$ cat src/rtl/dc_trim_pkg.sv
package dc_trim_pkg;
  localparam int NUM_CH = 2;
  typedef enum logic {CH_LEFT = 1'b0, CH_RIGHT = 1'b1} chan_e;
endpackage

$ cat src/rtl/dc_trim_track.sv
module dc_trim_track #(
  parameter int DATA_W  = 24,
  parameter int FRAC_W  = 8,
  parameter int SHIFT_K = 10,
  localparam int ACC_W  = DATA_W + FRAC_W
) (
  input  logic                     clk_i,
  input  logic                     rst_ni,
  input  logic                     upd_i,
  input  logic [DATA_W-1:0]        sample_i,
  output logic signed [ACC_W-1:0]  est_o
);
  logic signed [ACC_W-1:0] est_q;
  logic signed [ACC_W:0]   tgt, est_ext, diff, step, nxt;

  always_comb begin
    tgt     = {sample_i[DATA_W-1], sample_i, {FRAC_W{1'b0}}};
    est_ext = {est_q[ACC_W-1], est_q};
    diff    = tgt - est_ext;
    step    = diff >>> SHIFT_K;
    nxt     = est_ext + step;  // lies between est and target, fits ACC_W
  end

  always_ff @(posedge clk_i or negedge rst_ni) begin
    if (!rst_ni)    est_q <= '0;
    else if (upd_i) est_q <= nxt[ACC_W-1:0];
  end

  assign est_o = est_q;

  AST_EST_FROZEN: assert property (@(posedge clk_i) disable iff (!rst_ni)
    !upd_i |=> est_q == $past(est_q));
  AST_EST_RISES: assert property (@(posedge clk_i) disable iff (!rst_ni)
    (upd_i && tgt > est_ext) |=> est_q >= $past(est_q));
  AST_EST_FALLS: assert property (@(posedge clk_i) disable iff (!rst_ni)
    (upd_i && tgt < est_ext) |=> est_q <= $past(est_q));
endmodule

$ cat src/rtl/dc_trim_sub.sv
module dc_trim_sub #(
  parameter int DATA_W = 24,
  parameter int FRAC_W = 8,
  localparam int ACC_W = DATA_W + FRAC_W
) (
  input  logic [DATA_W-1:0]       sample_i,
  input  logic signed [ACC_W-1:0] est_i,
  output logic [DATA_W-1:0]       sample_o
);
  logic signed [DATA_W:0] diff;
  logic [DATA_W-1:0] max_v, min_v;

  always_comb begin
    max_v = {1'b0, {(DATA_W-1){1'b1}}};
    min_v = {1'b1, {(DATA_W-1){1'b0}}};
    // integer part of est = floor(est / 2^FRAC_W)
    diff = {sample_i[DATA_W-1], sample_i} - {est_i[ACC_W-1], est_i[ACC_W-1:FRAC_W]};
    if (diff[DATA_W] != diff[DATA_W-1]) sample_o = diff[DATA_W] ? min_v : max_v;
    else                                sample_o = diff[DATA_W-1:0];
  end

  always_comb begin
    AST_SAT_SIGN: assert (diff[DATA_W] == sample_o[DATA_W-1]);
  end
endmodule

$ cat src/rtl/dc_trim.sv
module dc_trim
  import dc_trim_pkg::*;
#(
  parameter int DATA_W  = 24,
  parameter int FRAC_W  = 8,
  parameter int SHIFT_K = 10,
  localparam int ACC_W  = DATA_W + FRAC_W
) (
  input  logic              clk_i,
  input  logic              rst_ni,
  input  logic              valid_i,
  input  logic              chan_i,
  input  logic              hold_i,
  input  logic [DATA_W-1:0] sample_i,
  output logic              valid_o,
  output logic              chan_o,
  output logic [DATA_W-1:0] sample_o
);
  logic signed [ACC_W-1:0] est [NUM_CH];
  logic signed [ACC_W-1:0] est_sel;
  logic [DATA_W-1:0]       corr;

  for (genvar g = 0; g < NUM_CH; g++) begin : g_ch
    logic upd;
    assign upd = valid_i && !hold_i && (chan_i == g[0]);
    dc_trim_track #(.DATA_W(DATA_W), .FRAC_W(FRAC_W), .SHIFT_K(SHIFT_K)) u_track (
      .clk_i(clk_i), .rst_ni(rst_ni), .upd_i(upd), .sample_i(sample_i), .est_o(est[g])
    );
  end

  assign est_sel = (chan_e'(chan_i) == CH_RIGHT) ? est[1] : est[0];

  dc_trim_sub #(.DATA_W(DATA_W), .FRAC_W(FRAC_W)) u_sub (
    .sample_i(sample_i), .est_i(est_sel), .sample_o(corr)
  );

  always_ff @(posedge clk_i or negedge rst_ni) begin
    if (!rst_ni) begin
      valid_o  <= 1'b0;
      chan_o   <= 1'b0;
      sample_o <= '0;
    end else begin
      valid_o <= valid_i;
      if (valid_i) begin
        chan_o   <= chan_i;
        sample_o <= corr;
      end
    end
  end

  AST_VALID_LATENCY: assert property (@(posedge clk_i) disable iff (!rst_ni)
    valid_i |=> valid_o && chan_o == $past(chan_i));
  AST_IDLE_QUIET: assert property (@(posedge clk_i) disable iff (!rst_ni)
    !valid_i |=> !valid_o);
  AST_OTHER_CH_STILL: assert property (@(posedge clk_i) disable iff (!rst_ni)
    (valid_i && !chan_i) |=> est[1] == $past(est[1]));
endmodule

$ cat config.mk
export PLATFORM = sky130hd
export DESIGN_NAME = dc_trim
export DESIGN_NICKNAME = d
export VERILOG_FILES = /design/src/rtl/dc_trim_pkg.sv /design/src/rtl/dc_trim_track.sv /design/src/rtl/dc_trim_sub.sv /design/src/rtl/dc_trim.sv
export SDC_FILE = /design/constraint.sdc
export NUM_CORES = 1
export LEC_CHECK = 0
export ABC_AREA = 1
export BUFFER_PORTS_ARGS = -buffer_cell sky130_fd_sc_hd__buf_4
export CORE_MARGIN = 2
export CORE_UTILIZATION = 45
export DETAILED_ROUTE_END_ITERATION = 7
export GPL_ROUTABILITY_DRIVEN = 0
export GPL_TIMING_DRIVEN = 0
export PLACE_DENSITY = 0.67
export REMOVE_ABC_BUFFERS = 1
export SYNTH_ARGS = -nofsm -noshare
export SYNTH_HDL_FRONTEND = slang
export SYNTH_SLANG_ARGS = --single-unit
$ cat constraint.sdc
create_clock -name clk_i -period 4.2 [get_ports clk_i]
set_input_delay 0.63 -clock clk_i [delete_from_list [all_inputs] [get_ports clk_i]]
set_output_delay 0.63 -clock clk_i [all_outputs]
set_load 0.005 [all_outputs]
==> reports/metrics.yaml, run 1 <==
die:
  io_pins: 55
  die_y_um: 168.1
  core_um2: 26730
  initial_core_util_pct: 45.33
  dieArea_um2: 28250
  fp-row-count: 60
  fp.dieW_um: 168.1
drt:
  firstDrtPassIters: 6
  via_count: 13067
  drc: 0
  wl_per_cell_um: 16.14
  initialDrtViolationCount: 886
  via_per_inst: 5.493
  ant_nets: 0
  wl_um: 38390
critical_path:
  crit_required_ps: 4440
  r2r-end: "g_ch[0].u_track.est_o[24]"
  r2r_start: "g_ch[0].u_track.est_o[14]"
  start_kind: "flop"
  regToRegSetupSlack_ps: 310
  cp-endpoint: "g_ch[0].u_track.est_o[24]"
  arrival_ps: 4120
  reg2reg_depth: 21
  cp-startpoint: "g_ch[0].u_track.est_o[14]"
  setup.worst_path.end_class: "flop"
  critPathMaxFanout: 5
  timing_worst_setup_path_type: "flop to flop"
synthesis:
  ys_seq_area_share_pct: 18.59
  synth_cell_types: 42
  synthCells: 1989
  avgSynthCellArea_um2: 6.091
  synth-edff-count: 0
  async_reset_ff_share_pct: 100.0
  ys_warn_count: 0
  synth-main-ff-cell: "dfrtp_1"
  ys_ff_latch: 90
  synth.cell_area_um2: 12110
sta:
  setup_violations: 0
  finalHoldViolations: 0
  rsz0062_at_grt: "false"
  max_freq_mhz: 257.4
  slew-limit-headroom_pct: 36.35
  maxSlewViolCount: 0
  tightest_slew_ps: 952.5
  fin_crit_sh_pct: 92.51
  post-route-min-period_ps: 3885
  finalHoldWorstSlack_ps: 84.22
  skew_ps: 7.691
cells_and_area:
  final_nets: 2203
  layout_common_cells: "nand2_1, inv_1, nor2_1"
  drive_gt1_share_pct: 5.348
  n_antenna_cell: 0
  area.growth.synth_to_final_pct: 9.069
  layout_commonest_cell: "nand2_1"
clock_tree:
  cts_tree: "built"
  cts.sinks: 90
  ctsHoldBuffers: 0
  clk_latency_ps: 360
  cts_buffers: 9
  htreeDepth: 3
  root_buffer: "clkbuf_16"
  cts_buffer_depth: 2
  cts.clk_slew.worst_paths_ps: 80
placement:
  dp_hpwl_um: 31310
  portBuffers: 54
grt:
  grt_pass1_vias: 12751
  grt_max_degree: 91
  gr-total-overflow: 0
  grt_first_pass_wirelength_um: 62730
  antenna_found_initial: 0
  track_usage_pct: 27.54
run:
  maxCapViolCount: 0
outcome:
  status: "finished, final reports clean"
hold_path:
  min_path_type: "primary input to asynchronous set/reset pin"
[metal layers]
metal	wire (um)	track usage, %	part of all wire [%]	up-vias
li1	-	-	-	6588
met1	16720	34.79	44	6022
met2	18380	48.47	48	364
met3	1756	2.515	4.6	93
met4	1536	11.13	4.0	0
met5	0	0	0	-
[flip-flops by register name, summed over array words and instances, names as in the netlist]
name and cells:
valid_o 1, g_ch.u_track.est_o 64, sample_o 24, chan_o 1
[worst max-delay path, stage by stage, from the launching register on]
cell and delay (ps):
dfrtp_1 470, inv_1 130, ha_1 350, nand2_1 140
nor2_1 70, and2_1 150, nand2_1 50, nand3_1 240
a21oi_2 250, o21bai_1 110, xor2_1 160, ha_1 380
nand2_1 110, nor2_1 140, inv_1 70, nor3_1 220
nand3_1 90, or2_2 310, nand3_1 80, nand2_1 50
nand3_1 110, o21ai_0 90
[final cells by class]
cell class / instances / area [um^2]
Tap cell: 341 / 426.7
Multi-Input combinational cell: 1611 / 8785
Clock inverter: 7 / 61.31
Sequential cell: 90 / 2252
Inverter: 264 / 991.0
Fill cell: 2828 / 13510
Clock buffer: 9 / 225.2
Timing Repair Buffer: 57 / 471.7
[worst min-delay path by stage]
stage	cells after the start	end
floorplan	0	chan_o
global placement	2	g_ch[1].u_track.est_o[31]
detailed placement	2	g_ch[1].u_track.est_o[31]
CTS	2	g_ch[1].u_track.est_o[31]
global route	1	g_ch[1].u_track.est_o[1]
finish	1	g_ch[1].u_track.est_o[1]
[synthesized netlist by cell type, types with 2 or more instances]
library cell	n	area (um^2)
o21bai_1	28	210.2
nand2_2	3	18.77
a21o_1	16	120.1
fa_1	3	60.06
o21ai_0	111	555.5
or2_2	6	37.54
xnor2_1	40	350.3
inv_1	262	983.4
dfrtp_1	90	2252
nor4_1	6	37.54
o31ai_1	2	15.01
o21a_1	4	30.03
o22ai_1	5	31.28
nand2b_1	2	12.51
and2_1	2	12.51
a21oi_2	13	113.9
nand3b_1	10	75.07
o21ai_1	3	15.01
nor3b_1	2	15.01
nor3_1	26	130.1
nand3_1	135	675.7
a21boi_0	3	22.52
and3_1	3	18.77
a21oi_1	155	775.7
nor2_1	202	758.2
inv_2	2	7.510
buf_6	5	56.30
a31oi_1	7	43.79
nand2_1	616	2312
ha_1	138	1727
xor2_1	40	350.3
clkbuf_1	18	67.56
nand4_1	22	137.6
[logic make-up (layout without fill, tap and decap cells)]
logic type / count (synthesis) / after routing / synth area share [%]
simple gates: 1038 / 1038 / 35.23
compound gates: 352 / 352 / 16.36
buf+inv: 288 / 337 / 9.285
fa+ha+maj: 141 / 141 / 14.75
flops: 90 / 90 / 18.59
xor+xnor: 80 / 80 / 5.784
[per-stage QoR]
stage	std cells	setup slack [ps]	cell area (um^2)	setup TNS [ps]	utilization [%]
finish	2379	314.7	13210	0	49.44
CTS	2377	139.6	13140	0	49.17
global route	2379	5.207	13210	0	49.44
floorplan	1965	791.3	11980	0	-
global placement	2360	-668.6	12810	-8318	47.94
detailed placement	2361	-122.4	12850	-122.4	48.09
[what timing repair did]
action | 4_1_cts | 5_1_grt
endpoints found under the setup margin | 0 | 12
hold endpoints to repair | 0 | 0
setup buffers | 0 | 1
resized for setup | 0 | 9
Power of run 1 is not shown: default switching activity piles up to over one toggle a cycle in this logic, so the estimate is an artifact.
==> run 2: changes to the inputs <==
--- a/config.mk
+++ b/config.mk
@@ -6,14 +6,15 @@
 export NUM_CORES = 1
 export LEC_CHECK = 0
 export ABC_AREA = 1
-export BUFFER_PORTS_ARGS = -buffer_cell sky130_fd_sc_hd__buf_4
 export CORE_MARGIN = 2
 export CORE_UTILIZATION = 45
 export DETAILED_ROUTE_END_ITERATION = 7
+export DONT_BUFFER_PORTS = 1
 export GPL_ROUTABILITY_DRIVEN = 0
 export GPL_TIMING_DRIVEN = 0
-export PLACE_DENSITY = 0.67
+export PLACE_DENSITY = 0.66
 export REMOVE_ABC_BUFFERS = 1
 export SYNTH_ARGS = -nofsm -noshare
 export SYNTH_HDL_FRONTEND = slang
+export SYNTH_HIERARCHICAL = 1
 export SYNTH_SLANG_ARGS = --single-unit
==> run 2 against run 1 <==
Critical path depth grew 4. Clock-buffer cell count grew 1. Non-clock buffer count shrank 54. Routed wire length grew 7.3%. Hold slack gained 78 ps. Setup slack gained 25 ps. Clock skew grew 5.4 ps. Sequential share of layout area shrank 0.47 points. Die area grew 7.0%. Global-route usage shrank 0.21 points. Critical path type unchanged.
==> reports/metrics.yaml, run 2 <==
outcome:
  status: "finished, final reports clean"
synthesis:
  ys_warn_count: 6
  synth.cell_area_um2: 12980
  synthCells: 2150
  avgSynthCellArea_um2: 6.037
sta:
  finalHoldViolations: 0
  max_freq_mhz: 259.0
  rsz0062_at_grt: "false"
  setup_violations: 0
  finalHoldWorstSlack_ps: 162.7
  slew-limit-headroom_pct: 39.86
  post-route-min-period_ps: 3861
  tightest_slew_ps: 901.2
  skew_ps: 13.11
  fin_crit_sh_pct: 91.92
  maxSlewViolCount: 0
drt:
  wl_um: 41200
  routed.top_layer: "met4"
  wl_met3_um: 2416
  m1WireLength_um: 17790
  via_count: 13722
  dr_wl_met2_um: 19480
  ant_nets: 0
  wl_per_cell_um: 16.33
  initialDrtViolationCount: 1146
  drc: 0
  via_per_inst: 5.439
  firstDrtPassIters: 6
critical_path:
  setup.worst_path.end_class: "flop"
  critPathMaxFanout: 9
  worst-path-buf-inv: 4
  slowest_delay_ps: 520
  timing_worst_setup_path_type: "flop to flop"
  slowest_stage: "dfrtp_1"
  arrival_ps: 4120
  crit_required_ps: 4460
  path_delay_family: "simple AND/OR/NAND/NOR gates"
  crit_top_cell: "nand2_1"
  start_kind: "flop"
clock_tree:
  cts_buffers: 9
  htreeDepth: 3
  cts_tree: "built"
  cts.sinks: 90
  cts_buffer_depth: 2
  root_buffer: "clkbuf_16"
  post_cts_buffers: 0
  cts.clk_slew.worst_paths_ps: 80
  clk_latency_ps: 360
grt:
  gr-total-overflow: 0
  grt_pass1_vias: 13183
  grt_first_pass_wirelength_um: 66450
  track_usage_pct: 27.33
  grt_max_degree: 91
  antenna_found_initial: 0
die:
  initial_core_util_pct: 45.46
  dieArea_um2: 30220
  fp.dieW_um: 173.8
  die_y_um: 173.8
  io_pins: 55
  fp-row-count: 62
  core_um2: 28550
placement:
  portBuffers: 0
  dpl_cell_area_um2: 13230
  dpl.cell_count: 2506
  dp_hpwl_um: 34210
cells_and_area:
  stdcell_area_um2: 13590
  n_antenna_cell: 0
  area.growth.synth_to_final_pct: 4.695
  layout_common_cells: "nand2_1, inv_1, nor2_1"
  largest_reg_flops: 64
  drive_gt1_share_pct: 5.236
  layout_commonest_cell: "nand2_1"
  final_nets: 2304
  final-instance-count-excl-fill: 2523
run:
  maxCapViolCount: 0
hold_path:
  min_path_type: "primary input to asynchronous set/reset pin"
## run 2: cell type report
cell class                      instances  area, um^2
Tap cell                              384       480.5
Clock buffer                           10       239.0
Fill cell                            3126       14960
Sequential cell                        90        2252
Inverter                              294        1111
Timing Repair Buffer                    3       62.56
Multi-Input combinational cell       1736        9353
Clock inverter                          6       90.09
## run 2: what timing repair did
action                                  CTS  global route
hold endpoints to repair                 90             0
gates resized for setup                   0             0
endpoints found under the setup margin    0             0
hold buffers                              1             0
## run 2: worst paths after layout
kind                                      startpoint                        end  slack [ps]  cells after the start
hold / removal                                rst_ni   g_ch[0].u_track/est_o[5]         160                      1
hold reg to reg                          sample_o[9]                sample_o[9]         500                      2
min in group clk_i                           valid_i                    valid_o         300                      0
setup / recovery           g_ch[0].u_track/est_o[14]  g_ch[0].u_track/est_o[31]         340                     25
max in group asynchronous                     rst_ni               sample_o[23]        3620                      1
setup reg to reg           g_ch[0].u_track/est_o[14]  g_ch[0].u_track/est_o[31]         340                     25
## run 2: per-layer routing
layer / vias to the layer above / GRT usage (%)
met2: 426 / 47.39
met3: 95 / 3.202
met4: 0 / 10.64
li1: 6885 / -
met1: 6316 / 34.65
met5: - / 0
## run 2: per-stage QoR
| stage | setup TNS (ps) | utilization (%) | setup slack, ps |
|---|---|---|---|
| after floorplan | 0 | - | 861.0 |
| after global placement | -12070 | 46.19 | -1127 |
| after detailed placement | 0 | 46.35 | 358.1 |
| after CTS | 0 | 47.60 | 411.7 |
| after global routing | 0 | 47.60 | 54.74 |
| final | 0 | 47.60 | 339.4 |
## run 2: worst register-to-register path, stage by stage (launching register included)
cell     delay [ps]
dfrtp_1         520
inv_1            80
ha_1            350
nand2_1         150
nor2_2           60
and2_1          130
nand2_1          70
nand3_2         120
nand2_1         180
nand2_1         100
nand2_1         110
nand2_1         250
ha_1            490
nand2_1         130
nor3_1          240
nand2_1         120
inv_1            70
nand2_1          50
nand2_1          60
inv_1            40
nand2_2          80
inv_1            60
nand3_2          60
nand3_1          80
nand2_1          90
nand2_1          50
Power of run 2 is left out for the same reason.
==> run 3: changes to the inputs <==
--- a/config.mk
+++ b/config.mk
@@ -13,7 +13,6 @@
 export GPL_ROUTABILITY_DRIVEN = 0
 export GPL_TIMING_DRIVEN = 0
 export PLACE_DENSITY = 0.66
-export REMOVE_ABC_BUFFERS = 1
 export SYNTH_ARGS = -nofsm -noshare
 export SYNTH_HDL_FRONTEND = slang
 export SYNTH_HIERARCHICAL = 1
==> run 3 against run 2 <==
Setup slack gained 2.7 ps. Final cell count grew 1.1%. Via count grew 2.2%. Utilization grew 0.70 points. Non-clock buffer count grew 28. Sequential share of layout area shrank 0.24 points. Routed wire length grew 3.5%. Hold slack lost 36 ps. Flip-flop and latch count is the same. Register-to-register slack is essentially flat. Final area grew 1.5%. Critical path type unchanged. Critical endpoint is now g_ch[0].u_track/est_o[17]. Largest cell class unchanged.
==> reports/metrics.yaml, run 3 (same netlist as run 2, synthesis figures left out) <==
critical_path:
  timing_worst_setup_path_type: "flop to flop"
  arrival_ps: 4080
  crit_required_ps: 4420
  path_delay_family: "simple AND/OR/NAND/NOR gates"
  slowest_delay_ps: 520
  slowest_stage: "dfrtp_1"
  worst-path-buf-inv: 1
  start_kind: "flop"
  setup.worst_path.end_class: "flop"
  crit_chain: "inv_1, ha_1, nand2_1, nor2_1, and2_1, nand2_1, nand3_2, a21oi_2, o21ai_2, xor2_1, ha_1, a21oi_1, o21bai_1, a21oi_1, nand3_1, or2_1, nand3_1, o21ai_0"
  critPathMaxFanout: 4
  regToRegSetupSlack_ps: 340
die:
  fp.dieW_um: 173.8
  initial_core_util_pct: 45.46
  fp-row-count: 62
  dieArea_um2: 30220
  die_y_um: 173.8
  io_pins: 55
  core_um2: 28550
cells_and_area:
  layout_common_cells: "nand2_1, inv_1, nor2_1"
  utilization_pct: 48.30
  drive_gt1_share_pct: 6.045
  area.growth.synth_to_final_pct: 6.237
  final_nets: 2332
  largest_reg_flops: 64
  layout_commonest_cell: "nand2_1"
  n_antenna_cell: 0
sta:
  fin_crit_sh_pct: 91.85
  tightest_slew_ps: 668.0
  skew_ps: 10.09
  post-route-min-period_ps: 3858
  slew-limit-headroom_pct: 55.46
  rsz0062_at_grt: "false"
  setup_violations: 0
  setup_ws_ps: 342.1
  max_freq_mhz: 259.2
  maxSlewViolCount: 0
  finalHoldViolations: 0
  setup_tns_ps: 0
hold_path:
  min_path_type: "primary input to asynchronous set/reset pin"
outcome:
  status: "finished, final reports clean"
placement:
  portBuffers: 0
  dp_hpwl_um: 35750
  pre_cts_slack_ps: 326.1
grt:
  grt_pass1_vias: 13447
  grt_max_degree: 91
  gr-total-overflow: 0
  grt_first_pass_wirelength_um: 68480
  antenna_found_initial: 0
  track_usage_pct: 28.25
synthesis:
  synthesis.nets: 2320
clock_tree:
  clk_latency_ps: 360
  cts.sinks: 90
  root_buffer: "clkbuf_16"
  cts_buffer_depth: 2
  cts.clk_slew.worst_paths_ps: 70
  cts_tree: "built"
  post_cts_buffers: 0
  cts_buffers: 9
  htreeDepth: 3
drt:
  initialDrtViolationCount: 1213
  ant_nets: 0
  via_per_inst: 5.496
  wl_per_cell_um: 16.72
  drc: 0
  via_count: 14021
  firstDrtPassIters: 6
  wl_um: 42660
run:
  maxCapViolCount: 0
run 3: per-stage QoR:
stage	hold WS [ps]	cell area (um^2)	std cells
floorplan	334.4	12980	2150
global placement	340.4	13460	2534
detailed placement	339.9	13460	2534
CTS	210.3	13790	2551
global route	197.7	13790	2551
finish	126.8	13790	2551
run 3: routing by layer:
layer	global-route usage [%]	wire (um)	share of wire [%]	vias up
met4	11.17	1892	4.4	0
met1	35.94	18330	43	6483
met2	48.75	20080	47	470
li1	-	-	-	6939
met3	3.311	2352	5.5	129
met5	0	0	0	-
run 3: area by class of cell:
| type | instances | area (um^2) |
|---|---|---|
| Buffer | 30 | 272.8 |
| Clock buffer | 9 | 225.2 |
| Multi-Input combinational cell | 1736 | 9345 |
| Inverter | 294 | 1111 |
| Sequential cell | 90 | 2252 |
| Tap cell | 384 | 480.5 |
| Timing Repair Buffer | 1 | 27.53 |
| Clock inverter | 7 | 73.82 |
| Fill cell | 3105 | 14760 |
run 3: path summary, 6_finish.rpt:
| kind | start | endpoint | cells past startpoint |
|---|---|---|---|
| min in group clk_i | valid_i | valid_o | 0 |
| hold reg to reg | sample_o[16] | sample_o[16] | 2 |
| max in group asynchronous | rst_ni | g_ch[1].u_track/est_o[20] | 1 |
| hold / removal | rst_ni | g_ch[0].u_track/est_o[5] | 1 |
| setup reg to reg | g_ch[0].u_track/est_o[10] | g_ch[0].u_track/est_o[17] | 18 |
| setup / recovery | g_ch[0].u_track/est_o[10] | g_ch[0].u_track/est_o[17] | 18 |
run 3: repair_timing:
| action | 4_1_cts | 5_1_grt |
|---|---|---|
| hold buffers | 1 | 0 |
| setup endpoints to repair | 0 | 2 |
| endpoints found under the hold margin | 90 | 0 |
| resized for setup | 0 | 1 |
Power of run 3 is left out for the same reason.
